**src/rtl/ras_pkg.sv**
```systemverilog
package ras_pkg;

  typedef enum logic [1:0] {
    OP_IDLE = 2'b00,
    OP_PUSH = 2'b01,
    OP_POP  = 2'b10,
    OP_SWAP = 2'b11
  } ras_op_e;

  function automatic ras_op_e ras_decode(input logic push, input logic pop);
    ras_decode = ras_op_e'({pop, push});
  endfunction

endpackage

```
**src/rtl/ras_addr_gen.sv**
```systemverilog
module ras_addr_gen #(
  parameter int AW         = 32,
  parameter int INSN_BYTES = 4
) (
  input  logic [AW-1:0] call_pc_i,
  output logic [AW-1:0] ret_addr_o
);
  localparam logic [AW-1:0] STEP = AW'(INSN_BYTES);

  // modulo 2^AW by width truncation
  assign ret_addr_o = call_pc_i + STEP;
endmodule

```
**src/rtl/ras_ptr_ctrl.sv**
```systemverilog
module ras_ptr_ctrl
  import ras_pkg::*;
#(
  parameter int DEPTH = 16,
  parameter int IW    = (DEPTH > 1) ? $clog2(DEPTH) : 1,
  parameter int CW    = $clog2(DEPTH + 1)
) (
  input  logic          clk_i,
  input  logic          rst_ni,
  input  ras_op_e       op_i,
  output logic [IW-1:0] tos_o,
  output logic          wr_en_o,
  output logic [IW-1:0] wr_idx_o,
  output logic [CW-1:0] occ_o
);
  localparam logic [IW-1:0] LAST = IW'(DEPTH - 1);
  localparam logic [CW-1:0] FULL = CW'(DEPTH);

  logic [IW-1:0] tos_q, tos_d, tos_inc, tos_dec;
  logic [CW-1:0] occ_q, occ_d;
  logic          empty;

  assign empty   = (occ_q == '0);
  assign tos_inc = (tos_q == LAST) ? '0 : tos_q + IW'(1);
  assign tos_dec = (tos_q == '0) ? LAST : tos_q - IW'(1);

  always_comb begin
    tos_d    = tos_q;
    occ_d    = occ_q;
    wr_en_o  = 1'b0;
    wr_idx_o = tos_q;
    unique case (op_i)
      OP_PUSH: begin
        tos_d    = tos_inc;
        wr_en_o  = 1'b1;
        wr_idx_o = tos_inc;
        if (occ_q != FULL) occ_d = occ_q + CW'(1);
      end
      OP_POP: begin
        // empty pop leaves pointer in place
        if (!empty) begin
          tos_d = tos_dec;
          occ_d = occ_q - CW'(1);
        end
      end
      OP_SWAP: begin
        wr_en_o = 1'b1;
        if (empty) occ_d = CW'(1);
      end
      default: ;
    endcase
  end

  always_ff @(posedge clk_i or negedge rst_ni) begin
    if (!rst_ni) begin
      tos_q <= '0;
      occ_q <= '0;
    end else begin
      tos_q <= tos_d;
      occ_q <= occ_d;
    end
  end

  assign tos_o = tos_q;
  assign occ_o = occ_q;
endmodule

```
**src/rtl/ras_store.sv**
```systemverilog
module ras_store #(
  parameter int DEPTH = 16,
  parameter int AW    = 32,
  parameter int IW    = (DEPTH > 1) ? $clog2(DEPTH) : 1
) (
  input  logic          clk_i,
  input  logic          rst_ni,
  input  logic          wr_en_i,
  input  logic [IW-1:0] wr_idx_i,
  input  logic [AW-1:0] wr_data_i,
  input  logic [IW-1:0] rd_idx_i,
  output logic [AW-1:0] rd_data_o
);
  logic [AW-1:0]    slot_q [DEPTH];
  logic [DEPTH-1:0] slot_we;

  for (genvar g = 0; g < DEPTH; g++) begin : g_we
    assign slot_we[g] = wr_en_i && (wr_idx_i == IW'(g));
  end

  always_ff @(posedge clk_i or negedge rst_ni) begin
    if (!rst_ni) begin
      for (int i = 0; i < DEPTH; i++) slot_q[i] <= '0;
    end else begin
      for (int i = 0; i < DEPTH; i++) begin
        if (slot_we[i]) slot_q[i] <= wr_data_i;
      end
    end
  end

  assign rd_data_o = slot_q[rd_idx_i];
endmodule

```
**src/rtl/ras_top.sv**
```systemverilog
module ras_top
  import ras_pkg::*;
#(
  parameter int DEPTH      = 16,
  parameter int AW         = 32,
  parameter int INSN_BYTES = 4,
  localparam int IW        = (DEPTH > 1) ? $clog2(DEPTH) : 1,
  localparam int CW        = $clog2(DEPTH + 1)
) (
  input  logic          clk_i,
  input  logic          rst_ni,
  input  logic          push_i,
  input  logic [AW-1:0] call_pc_i,
  input  logic          pop_i,
  output logic [AW-1:0] top_addr_o,
  output logic          top_valid_o,
  output logic          underflow_o,
  output logic [CW-1:0] occ_o
);
  ras_op_e       op;
  logic [AW-1:0] ret_addr;
  logic [IW-1:0] tos, wr_idx;
  logic          wr_en;
  logic [CW-1:0] occ;

  assign op = ras_decode(push_i, pop_i);

  ras_addr_gen #(.AW(AW), .INSN_BYTES(INSN_BYTES)) u_addr (
    .call_pc_i (call_pc_i),
    .ret_addr_o(ret_addr)
  );

  ras_ptr_ctrl #(.DEPTH(DEPTH), .IW(IW), .CW(CW)) u_ptr (
    .clk_i   (clk_i),
    .rst_ni  (rst_ni),
    .op_i    (op),
    .tos_o   (tos),
    .wr_en_o (wr_en),
    .wr_idx_o(wr_idx),
    .occ_o   (occ)
  );

  ras_store #(.DEPTH(DEPTH), .AW(AW), .IW(IW)) u_store (
    .clk_i    (clk_i),
    .rst_ni   (rst_ni),
    .wr_en_i  (wr_en),
    .wr_idx_i (wr_idx),
    .wr_data_i(ret_addr),
    .rd_idx_i (tos),
    .rd_data_o(top_addr_o)
  );

  assign top_valid_o = (occ != '0);
  assign underflow_o = pop_i && (occ == '0);
  assign occ_o       = occ;
endmodule

```
**config.mk**
```make
export PLATFORM = sky130hd
export DESIGN_NAME = ras_top
export DESIGN_NICKNAME = d
export VERILOG_FILES = /design/src/rtl/ras_pkg.sv /design/src/rtl/ras_addr_gen.sv /design/src/rtl/ras_ptr_ctrl.sv /design/src/rtl/ras_store.sv /design/src/rtl/ras_top.sv
export SDC_FILE = /design/constraint.sdc
export NUM_CORES = 1
export LEC_CHECK = 0
export BUFFER_PORTS_ARGS = -buffer_cell sky130_fd_sc_hd__buf_2
export CAP_MARGIN = 0
export CORE_ASPECT_RATIO = 0.8
export CORE_MARGIN = 10
export CORE_UTILIZATION = 45
export CTS_BUF_LIST = sky130_fd_sc_hd__clkbuf_2 sky130_fd_sc_hd__clkbuf_4 sky130_fd_sc_hd__clkbuf_8
export DETAILED_ROUTE_END_ITERATION = 10
export PLACE_DENSITY_LB_ADDON = 0.1
export SLEW_MARGIN = 20
export SYNTH_ARGS = -nofsm -noshare
export SYNTH_HDL_FRONTEND = slang
export SYNTH_HIERARCHICAL = 1
export SYNTH_SLANG_ARGS = --single-unit
```
**constraint.sdc**
```tcl
create_clock -name clk_i -period 7.5 [get_ports clk_i]
set_clock_uncertainty 0.2 [all_clocks]
set_input_delay 1.5 -clock clk_i [delete_from_list [all_inputs] [get_ports clk_i]]
set_output_delay 1.5 -clock clk_i [all_outputs]
set_load 0.02 [all_outputs]
```
# --- After elaboration in Yosys (flattened, before gate mapping) ---
# Cells that the tools add are included.
# W data, S select, Z words.
op_classes:
  addsub: 5
  multipliers: 0
  div: 0
  n_lt_le_gt_ge: 1
  eq_ne: 23
  shift: 0
  mux: 13
  bitwise_logic: 1
  n_reduce_logical: 26
op_table:
  columns: ["cell", "n"]
  rows:
  - ["$bmux W32 S4", 1]
  - ["$mux W32", 2]
  - ["$eq A4 B4 Y1 const B", 9]
  - ["$add A32 B3 Y32 const B", 1]
  - ["$logic_and A1 B1 Y1", 17]
  - ["$eq A4 B3 Y1 const B", 4]
  - ["$mux W4", 4]
  - ["$mux W5", 3]
  - ["$pmux W5 S3", 1]
  - ["$eq A4 B2 Y1 const B", 2]
  - ["$logic_not A4 Y1", 2]
  - ["$pmux W4 S2", 1]
  - ["$add A5 B1 Y5 const B", 1]
  - ["$ge A5 B5 Y1 const B", 1]
  - ["$logic_not A5 Y1", 1]
  - ["$ne A5 B5 Y1 const B", 1]
  - ["$not A4 Y5", 1]
  - ["$reduce_bool A5 Y1", 1]
  - ["$sub A5 B1 Y5 const B", 1]
  - ["$add A4 B1 Y4 const B", 1]
  - ["$eq A2 B2 Y1 const B", 2]
  - ["$eq A4 B1 Y1 const B", 1]
  - ["$ne A2 B1 Y1 const B", 2]
  - ["$reduce_and A4 Y1", 1]
  - ["8 further kinds", 8]
totals:
  reg_bits: 521
  latch_bits: 0
  mem_bits_rw: 0
  rom_bits: 0
  n_memories: 0

# --- Logic depth before layout (Yosys ltp) ---
# Gate-level depths: netlist (run 1).
logic_depth:
  word_depth: 5
  depth_mapped: 10
  mapped_depth_nobuf: 7

# --- By module ---
# Netlist (run 1), hierarchy kept.
by_module_without_submodules:
  columns: ["mod", "instances", "cells_per_inst", "area_per_inst_um2"]
  rows:
  - ["ras_store", 1, 1405, 22774.3]
  - ["ras_ptr_ctrl", 1, 106, 872.1]
  - ["ras_addr_gen", 1, 83, 580.6]
  - ["ras_top", 1, 4, 23.8]

# --- Worst setup path before layout (run 1) ---
# OpenSTA, ideal clock, no wires.
synth_path:
  kind: "input to register"
  start: "in push_i"
  end: "reg u_store/slot_q[102] (netlist name)"
  setup_ns: 0.128
  arrival_ns: 3.609
  t_required_ns: 7.172
  path_slack_ns: 3.564
  path_stages: 9
  cell_sequence: "nor2b_1 -> clkbuf_1 -> nand2_1 -> o41ai_1 -> nand3_1 -> or3_1 -> clkbuf_1 -> buf_2 -> mux2_1"
synth_between:
  elab_chain_len: 4
  elab_cells_between_ends: 7
  classes_between: "eq/ne (3); mux (2); reduce/logical (2)"
synth_rtl:
  columns: ["item", "line_no", "rtl"]
  rows:
  - ["from (decl)", "ras_top.sv:12", "input logic push_i,"]
  - ["$eq A2 B1 Y1", "ras_ptr_ctrl.sv:32", "unique case (op_i)"]
  - ["$mux W4", "ras_ptr_ctrl.sv:32", null]
  - ["net wr_idx[3]", "ras_top.sv:22", "logic [IW-1:0] tos, wr_idx;"]
  - ["$eq A4 B4 Y1", "ras_store.sv:18", "assign slot_we[g] = wr_en_i && (wr_idx_i == IW'(g));"]
  - ["$logic_and A1 B1 Y1", "ras_store.sv:18", null]
  - ["to (signal, indexed assignment)", "ras_store.sv:26", "if (slot_we[i]) slot_q[i] <= wr_data_i;"]
  - ["to (decl)", "ras_store.sv:14", "logic [AW-1:0] slot_q [DEPTH];"]
# The timed path passes the listed nets, and every way through them passes these cells.
# A chain may end at the register's enable or synchronous reset.

# --- Worst setup path in the final report (run 1) ---
layout_path:
  start: "reg u_ptr.tos_q[0] (netlist: u_ptr/tos_o[0])"
  end: "out top_addr_o[15]"
layout_between:
  elab_chain_len: 4
layout_rtl:
  columns: ["item", "line_no", "rtl"]
  rows:
  - ["from (decl)", "ras_ptr_ctrl.sv:19", "logic [IW-1:0] tos_q, tos_d, tos_inc, tos_dec;"]
  - ["from (signal assigned)", "ras_ptr_ctrl.sv:59", "tos_q <= tos_d;"]
  - ["$not A4 Y5 (not written as such)", "ras_store.sv:31", "assign rd_data_o = slot_q[rd_idx_i];"]
  - ["$bmux W32 S4", "ras_store.sv:31", null]
  - ["$mux W32 (not written as such) (2 in a row)", "ras_store.sv:31", null]
  - ["to (decl)", "ras_top.sv:15", "output logic [AW-1:0] top_addr_o,"]
# No other way between the ends. The select of a mux whose other input is x is not followed.

==> results.toml, run 1 <==
[setup_path]
reg2reg_setup_slack_ps = 2930
critical_path.startpoint_type = "register"
slowest_stage = "dfrtp_4"
timing.setup.critical_path_class = "reg -> out"
timing.critical_path.to_type = "output port"
worstPathRequired_ps = 5800
critical-path-max-stage-delay_ps = 980
worstPathCellList = "buf_12 -> mux4_2 -> a22oi_1 -> nand2_1 -> buf_2"
worstSetupPathDepth = 5
crit-reg2reg-capture = "u_store/slot_q[266]"
cp_num_buf_inv = 2
worst-r2r-cell-count = 8
critical_path.reg2reg.startpoint = "u_ptr/tos_o[1]"
timing.critical_path.max_delay_family = "flip-flops"
timing.critical_path.to = "top_addr_o[15]"
worst-path-max-fanout = 69
critPathArrivalTime_ps = 3560
worst_setup_path_start = "u_ptr/tos_o[0]"

[clock_network]
cts_buffer_count = 88
clock-root-buffer = "clkbuf_8"
cts_setup_buffers = 0
cts_max_path_buffers = 3
clk_sinks = 521
clk_latency_ps = 680
clkTransAtPathRegs_ps = 60
cts_tree = "built"
cts_resized = 0
postCtsHoldBufs = 0
cts_htree_levels = 3

[synth]
netlist_top_cells_area = "dfrtp_1 (54%), mux2_2 (23%), mux4_2 (12%)"
post_synth_num_cell_types = 57
synthDominantAreaCellType = "dfrtp_1"
async_reset_ff_share_pct = 100
syn_avg_cell_area_um2 = 15.2
synth_fp_nets = 1638
synth_enable_flop_cells = 0
yosys_warnings = 6
syn_inst_count = 1598
top_reg_cell_synth = "dfrtp_1"
synth_area_um2 = 24300
netlist.area_leader.share_pct = 53.8
synth_sequential_area_ratio_pct = 53.8
ys_ff_latch = 521

[sta]
slew_violations = 0
finalSetupTns_ps = 0
finalSetupViolations = 0
timing.final.crit_share_pct = 70.2
period_needed_ps = 5260
clock.fmax_mhz = 190
worst_slew_pin_slew_ps = 1130
timing.final.hold_violations = 0
rsz0062_at_grt = "no"
timing.slew.headroom_pct = 24.3
fin_ws_ps = 2240
timing.hold.ws_ps = 291

[placed_design]
placed_area_um2 = 25400
gpl.final_weighted_congestion = 0.728
post-place-ws_ps = 2000
port_buffers = 74
place.detailed.hpwl_um = 34400

[floorplanning]
die_height_um = 228
dieArea_um2 = 63600
initial_utilization_pct = 45.3
die_w_um = 280
fp.coreArea_um2 = 53500
placement_rows = 76
boundaryPins = 75

[global_routing]
globalRouteMet3Util_pct = 3.93
globalRouteOverflowTotal = 0
global_route_wire_length_before_repair_um = 93000
gr-usage-all-layers_pct = 19.2
grt_busiest_layer = "met1"
antenna_found_initial = 0
grt_max_degree = 152
grt_pass1_vias = 14900
grtUsageMet2_pct = 28.1
met1_usage_pct = 28.5

[cells_and_area]
final_net_count = 1698
layout.cells.most_common_list = "dfrtp_1 (519), mux2_2 (503), mux4_2 (128), clkbuf_8 (110), buf_2 (73)"
syn2layout_area_growth_pct = 12.8
mostFrequentLayoutCell = "dfrtp_1"
number_of_fillers_in_the_final_layout = 4472
design_area_um2 = 27400
diodes = 0
layout_cell_share_with_drive_strength_beyond_1_pct = 54.9
finish.utilization_pct = 51.1

[hold_path]
timing.hold.worst.class = "reg -> reg"
hold_depth = 1

[pwr]
switching_power_total_w = 0.00412
power.combinational.fraction_pct = 37.7
power_density_nw_per_um2 = 455
power.clock.fraction_pct = 22.2
power_report.internal_total_w = 0.00834
seq_power_share_pct = 40.1
power.static_leakage_nw = 11.8
switching_share_pct = 33.1
max_vdd_drop_v = 0.000253

[detailed_routing]
drc_violations_left = 0
number_of_nets_still_failing_antenna_checks_after_routing = 0
routed_wire_length_per_instance_um = 24.9
routed_via_density = 5.85
drt_iter0_markers = 891
drt-total-wl_um = 60200
vias = 14200
detailed_router_iteration_count_before_antenna_repair = 5

[outcome]
status = "finished clean"

[flow_run]
maxCapViolations = 0
## layout make-up
cell class / instances / area [um2] / area share, %
timing repair buffer: 113 / 736 / 2.69
sequential: 521 / 13000 / 47.7
clock inverter: 22 / 259 / 0.947
clock buffer: 129 / 1660 / 6.06
inverter: 6 / 22.5 / 0.0823
tap: 702 / 878 / 3.21
multi-input combinational: 928 / 10800 / 39.3
## per-stage QoR
stage	total power (W)	cells
floorplan	0.00837	1598
CTS	0.0126	2421
detailed placement	0.00978	2270
finish	0.0125	2421
global route	0.0132	2421
global placement	0.00965	2270
## cells in the mapped netlist (2+ instances only)
cell type / count
nand2b_1: 6
or2_2: 2
a22oi_1: 66
a31oi_1: 4
buf_2: 62
clkbuf_1: 72
and2_1: 2
nor3b_1: 2
and3_1: 4
mux2_1: 9
nand4_1: 11
inv_1: 5
nor4_4: 3
o21ai_0: 4
a211oi_1: 2
xor2_1: 7
mux2i_1: 3
nor4_1: 4
buf_6: 2
o41ai_1: 2
a21oi_1: 5
nand2_1: 50
ha_1: 4
dfrtp_1: 521
nor2_1: 27
xnor2_1: 26
mux2_2: 503
nor2b_1: 5
nand3_1: 14
o21bai_1: 2
nand3b_1: 4
nor3_1: 6
or3_1: 3
buf_4: 3
mux4_2: 128
buf_1: 4
## per-layer routing
layer | share of wire, % | wire (um)
met5 | 0 | 0
met3 | 4.9 | 2930
met2 | 44 | 26500
met4 | 1.9 | 1170
met1 | 49 | 29600
## power by group through the flow
| stage | clock [W] | combinational [W] | sequential (W) |
|---|---|---|---|
| after floorplan | 0 | 0.00374 | 0.00464 |
| after global placement | 0 | 0.00467 | 0.00498 |
| after detailed placement | 0 | 0.00475 | 0.00503 |
| after CTS | 0.00285 | 0.00477 | 0.00499 |
| after global routing | 0.00297 | 0.00507 | 0.00517 |
| final | 0.00277 | 0.00470 | 0.00499 |
## how the worst min path moves through the flow
stage,from,endpoint,slack (ps)
detailed placement,u_store/slot_q[390],u_store/slot_q[390],280
global route,u_store/slot_q[186],u_store/slot_q[186],310
CTS,u_store/slot_q[390],u_store/slot_q[390],290
global placement,u_store/slot_q[390],u_store/slot_q[390],270
finish,u_store/slot_q[390],u_store/slot_q[390],290
floorplan,u_store/slot_q[390],u_store/slot_q[390],250
## state kept, by name (all words and copies together), names as in the netlist
signal          count
u_store/slot_q    512
u_ptr/occ_o         5
u_ptr/tos_o         4
## kinds of logic (layout without fill, tap and decap cells)
| logic type | count (synthesis) | in the layout | synth area share, % |
|---|---|---|---|
| mux | 643 | 643 | 35.8 |
| fa+ha+maj | 4 | 4 | 0.206 |
| flops | 521 | 521 | 53.8 |
| simple gates | 151 | 151 | 3.35 |
| buf+inv | 149 | 270 | 2.73 |
| xor+xnor | 33 | 33 | 1.19 |
| compound gates | 97 | 97 | 2.97 |
(Power assumes the default switching activity.)
==> run 2, diff against run 1 <==
==> constraint.sdc (replaced) <==
create_clock -name clk_i -period 4.5 [get_ports clk_i]
set_clock_uncertainty 0.2 [all_clocks]
set_input_delay 0.9 -clock clk_i [delete_from_list [all_inputs] [get_ports clk_i]]
set_output_delay 0.9 -clock clk_i [all_outputs]
set_load 0.02 [all_outputs]
==> run 2 against run 1 <==
  * Highest routed layer unchanged
  * Flip-flop and latch count is the same
  * Via count grew 0.91%
  * Sequential share of layout area shrank 0.60 points
  * Largest power group is now combinational cells
  * Non-clock buffer count grew 37
  * Critical path type unchanged
  * Utilization grew 0.65 points
  * Combinational power grew 75%
  * Design area grew 1.3%
==> results.toml, run 2 (synthesis gave the netlist of run 1 again) <==
[outcome]
status = "finished clean"

[cells_and_area]
largest-register = "u_store/slot_q"
layout_cell_share_with_drive_strength_beyond_1_pct = 55.6
diodes = 0
sequential_cell_area_um2 = 13000
area_of_the_multi_input_gates_um2 = 10700
syn2layout_area_growth_pct = 14.2
finish.utilization_pct = 51.7
layout.cells.most_common_list = "dfrtp_1 (519), mux2_2 (503), mux4_2 (128), clkbuf_8 (111), buf_2 (73)"
mostFrequentLayoutCell = "dfrtp_1"
final_net_count = 1735
largest_register_ffs = 512
number_of_fillers_in_the_final_layout = 4508

[clock_network]
cts_max_path_buffers = 3
clk_latency_ps = 660
cts_htree_levels = 3
clk_sinks = 521
cts_tree = "built"
cts_resized = 0
cts_buffer_count = 88
clkTransAtPathRegs_ps = 60
clock-root-buffer = "clkbuf_8"
postCtsHoldBufs = 0
cts_setup_buffers = 0

[setup_path]
critical_path.reg2reg.startpoint = "u_ptr/tos_o[0]"
timing.critical_path.to_type = "output port"
worstSetupPathDepth = 5
critical_path.startpoint_type = "register"
crit-reg2reg-capture = "u_store/slot_q[230]"
timing.critical_path.to = "top_addr_o[1]"
critPathArrivalTime_ps = 3000
timing.setup.critical_path_class = "reg -> out"
reg2reg_setup_slack_ps = 1090
worst-path-max-fanout = 21
worst_setup_path_start = "u_ptr/tos_o[0]"
critical-path-max-stage-delay_ps = 710
cp_num_buf_inv = 2
worstPathRequired_ps = 3400
worstPathCellList = "buf_4 -> mux4_2 -> a22oi_1 -> nand2_1 -> buf_2"
worst-r2r-cell-count = 7
slowest_stage = "dfrtp_4"
timing.critical_path.max_delay_family = "flip-flops"

[placed_design]
gpl.final_weighted_congestion = 0.739
port_buffers = 74
place.detailed.hpwl_um = 36800

[sta]
clock.fmax_mhz = 244
period_needed_ps = 4100
rsz0062_at_grt = "no"
slew_violations = 0
finalSetupTns_ps = 0
timing.slew.headroom_pct = 25.5
timing.final.hold_violations = 0
timing.final.crit_share_pct = 91.1
finalSetupViolations = 0
worst_slew_pin_slew_ps = 1110

[detailed_routing]
route.layer.met1.wl_um = 29800
drc_violations_left = 0
met3WireLength_um = 2730
detailroute.wirelength.met2_um = 27900
detailed_router_iteration_count_before_antenna_repair = 4
drt-total-wl_um = 61500
vias = 14300
routed_via_density = 5.82
drt_iter0_markers = 871
highest-signal-layer = "met4"
number_of_nets_still_failing_antenna_checks_after_routing = 0
routed_wire_length_per_instance_um = 25.1

[pwr]
power.static_leakage_nw = 12.0
power_density_nw_per_um2 = 750
max_vdd_drop_v = 0.000339

[global_routing]
grt_pass1_vias = 15200
antenna_found_initial = 1
gr-usage-all-layers_pct = 19.6
globalRouteOverflowTotal = 0
global_route_wire_length_before_repair_um = 94900
grt_max_degree = 104

[floorplanning]
boundaryPins = 75
die_height_um = 228
initial_utilization_pct = 45.3
fp.coreArea_um2 = 53500
dieArea_um2 = 63600
die_w_um = 280
placement_rows = 76

[hold_path]
timing.hold.worst.class = "in -> async"

[flow_run]
maxCapViolations = 0
run 2: changes by cell type in the layout (fill, tap and decap cells not counted), sizes merged:
cell and delta:
clkbuf +8, clkinv -3, buf +37, inv -2
clkinvlp -2, bufinv -4
run 2: final cells by class:
type,instances,area share (%)
flip-flops and latches,521,47.1
multi-input cells,928,38.7
clock buffers,137,6.22
repair buffers,150,4.38
well taps,702,3.17
clock inverters,11,0.321
inverters,6,0.0813
run 2: how the worst min path moves through the flow:
stage | slack (ps) | end | depth (start not counted) | startpoint
finish | 30 | u_store/slot_q[391] | 1 | rst_ni
global route | 30 | u_store/slot_q[391] | 1 | rst_ni
CTS | 20 | u_store/slot_q[361] | 1 | rst_ni
detailed placement | 280 | u_store/slot_q[449] | 1 | u_store/slot_q[449]
global placement | 270 | u_store/slot_q[390] | 1 | u_store/slot_q[390]
floorplan | 250 | u_store/slot_q[390] | 1 | u_store/slot_q[390]
run 2: per-layer routing:
layer | track usage (%) | vias to the layer above
met5 | 0 | -
met3 | 3.66 | 93
met1 | 28.7 | 7740
li1 | - | 6143
met4 | 4.91 | 0
met2 | 29.9 | 316
run 2: power breakdown:
part / leakage, nW / internal (W) / switching (W) / total (W)
combinational: 4.58 / 0.00447 / 0.00376 / 0.00823
sequential: 6.41 / 0.00694 / 0.00123 / 0.00817
clock: 0.964 / 0.00247 / 0.00191 / 0.00439
total: 12.0 / 0.0139 / 0.00690 / 0.0208
run 2: through the flow:
| step | area [um2] | power [W] | cells | hold WS [ps] | setup slack, ps |
|---|---|---|---|---|---|
| finish | 27700 | 0.0208 | 2455 | 27.5 | 399 |
| global route | 27700 | 0.0220 | 2455 | 29.1 | 190 |
| CTS | 27600 | 0.0210 | 2455 | 17.5 | 290 |
| detailed placement | 25800 | 0.0166 | 2307 | 280 | 685 |
| global placement | 25800 | 0.0163 | 2307 | 266 | 709 |
| floorplan | 24300 | 0.0140 | 1598 | 253 | 1160 |
==> run 3, diff against run 2 <==
==> constraint.sdc (replaced) <==
create_clock -name clk_i -period 3.45 [get_ports clk_i]
set_clock_uncertainty 0.2 [all_clocks]
set_input_delay 0.69 -clock clk_i [delete_from_list [all_inputs] [get_ports clk_i]]
set_output_delay 0.69 -clock clk_i [all_outputs]
set_load 0.02 [all_outputs]
==> run 3 against run 2 <==
  * The flow now finishes with violations (setup timing)
  * Clock-buffer cell count grew 3
  * Non-clock buffer count up 60
  * Via count increased by 1.4%
  * Final cell count is 2.6% higher
  * Critical path type unchanged
==> results.toml, run 3 (synthesis gave the netlist of run 1 again) <==
[outcome]
status = "finished, violations left"
failed_checks = "setup timing"

[sta]
worst_slew_pin_slew_ps = 993
finalSetupViolations = 16
timing.hold.ws_ps = 276
slew_violations = 0
fin_ws_ps = -90.1
timing.final.hold_violations = 0
timing.final.crit_share_pct = 103
period_needed_ps = 3540
clock.fmax_mhz = 282
rsz0062_at_grt = "yes"
timing.slew.headroom_pct = 33.5
finalSetupTns_ps = -676

[clock_network]
cts_max_path_buffers = 3
clock-root-buffer = "clkbuf_8"
cts_htree_levels = 3
clk_sinks = 521
clk_latency_ps = 660
cts_buffer_count = 88
clkTransAtPathRegs_ps = 60
cts_tree = "built"

[cells_and_area]
largest-register = "u_store/slot_q"
area_of_the_multi_input_gates_um2 = 11000
number_of_fillers_in_the_final_layout = 4404
design_area_um2 = 29100
syn2layout_area_growth_pct = 19.8
layout.cells.most_common_list = "dfrtp_1 (517), mux2_2 (503), mux4_2 (128), clkbuf_8 (112), buf_4 (81)"
final_net_count = 1795
sequential_cell_area_um2 = 13000
layout_cell_share_with_drive_strength_beyond_1_pct = 60.8
mostFrequentLayoutCell = "dfrtp_1"
largest_register_ffs = 512

[global_routing]
grt_pass1_vias = 15600
grtUsageMet2_pct = 31.2
globalRouteMet3Util_pct = 4.34
grt_max_degree = 85
gr-usage-all-layers_pct = 20.6
grt_busiest_layer = "met2"
antenna_found_initial = 0
met1_usage_pct = 29.9
global_route_wire_length_before_repair_um = 99100
globalRouteOverflowTotal = 0

[detailed_routing]
detailed_router_iteration_count_before_antenna_repair = 5
drt-total-wl_um = 64400
drt_iter0_markers = 985
number_of_nets_still_failing_antenna_checks_after_routing = 0
drc_violations_left = 0
routed_wire_length_per_instance_um = 25.6
routed_via_density = 5.75
vias = 14500

[setup_path]
worst-path-max-fanout = 7
critPathArrivalTime_ps = 2650
timing.setup.critical_path_class = "reg -> out"
critical_path.startpoint_type = "register"
worstPathRequired_ps = 2560
timing.critical_path.to_type = "output port"

[floorplanning]
placement_rows = 76
die_w_um = 280
initial_utilization_pct = 45.3
die_height_um = 228
dieArea_um2 = 63600
boundaryPins = 75
fp.coreArea_um2 = 53500

[hold_path]
timing.hold.worst.class = "in -> reg"

[pwr]
total_power_w = 0.0292
power.static_leakage_nw = 12.5
power_density_nw_per_um2 = 1010
max_vdd_drop_v = 0.000477

[placed_design]
gpl.final_weighted_congestion = 0.746
port_buffers = 74
place.detailed.hpwl_um = 36600
placed_area_um2 = 26100

[flow_run]
maxCapViolations = 0
run 3: cell count changes in the layout (fill, tap and decap cells not counted), moves of 3 or more:
| cell | change |
|---|---|
| buf_2 | -21 |
| buf_8 | +4 |
| clkbuf_16 | +3 |
| nand2_1 | -12 |
| buf_4 | +26 |
| a22oi_2 | +50 |
| xnor2_2 | +3 |
| a22oi_1 | -50 |
| buf_12 | +16 |
| buf_16 | +6 |
| nand2_2 | +12 |
| xnor2_1 | -3 |
| buf_6 | +23 |
run 3: critical path: stages, from the launching register on:
cell	delay (ps)
dfrtp_4	450
buf_12	160
buf_16	170
buf_8	160
mux4_2	520
a22oi_1	200
nand2_1	130
buf_2	190
run 3: area by class of cell:
type | instances | share of cell area [%]
timing repair buffer | 210 | 7.77
antenna | 1 | 0.00861
sequential | 521 | 44.9
tap | 702 | 3.02
multi-input combinational | 928 | 38.0
inverter | 6 | 0.0775
clock buffer | 140 | 6.03
clock inverter | 11 | 0.215
run 3: worst paths after layout:
path	startpoint	slack [ps]	to	depth (start not counted)
min	call_pc_i[1]	280	u_store/slot_q[449]	2
min in group asynchronous	rst_ni	440	u_store/slot_q[297]	2
max	u_ptr/tos_o[0]	-90	top_addr_o[31]	7
min reg2reg	u_store/slot_q[231]	290	u_store/slot_q[231]	1
max in group asynchronous	rst_ni	1650	u_store/slot_q[93]	3
max reg2reg	u_ptr/tos_o[0]	300	u_store/slot_q[235]	10
run 3: metal layers:
metal | routed length (um) | vias to the layer above
met5 | 0 | -
met4 | 1140 | 0
met3 | 2840 | 86
met2 | 29200 | 288
met1 | 31200 | 7829
li1 | - | 6292
run 3: what timing repair did:
action	4_1_cts	5_1_grt
cloned	7	3
hold endpoints to repair	64	0
setup buffers	19	10
resized for setup	68	75
pin swaps	20	30
hold buffers	1	0
endpoints found under the setup margin	32	32
run 3: metrics by stage:
step	setup WS [ps]	cells	util, %
after floorplan	324	1598	-
after global placement	13.0	2331	48.8
after detailed placement	-29.4	2331	48.8
after CTS	-176	2509	53.5
after global routing	-201	2518	54.3
final	-90.1	2519	54.3
run 3: power breakdown:
group	total, W	switching (W)	leakage (nW)	internal, W
clock network	0.00569	0.00250	0.966	0.00320
logic	0.0129	0.00566	5.11	0.00728
registers	0.0106	0.00152	6.41	0.00906
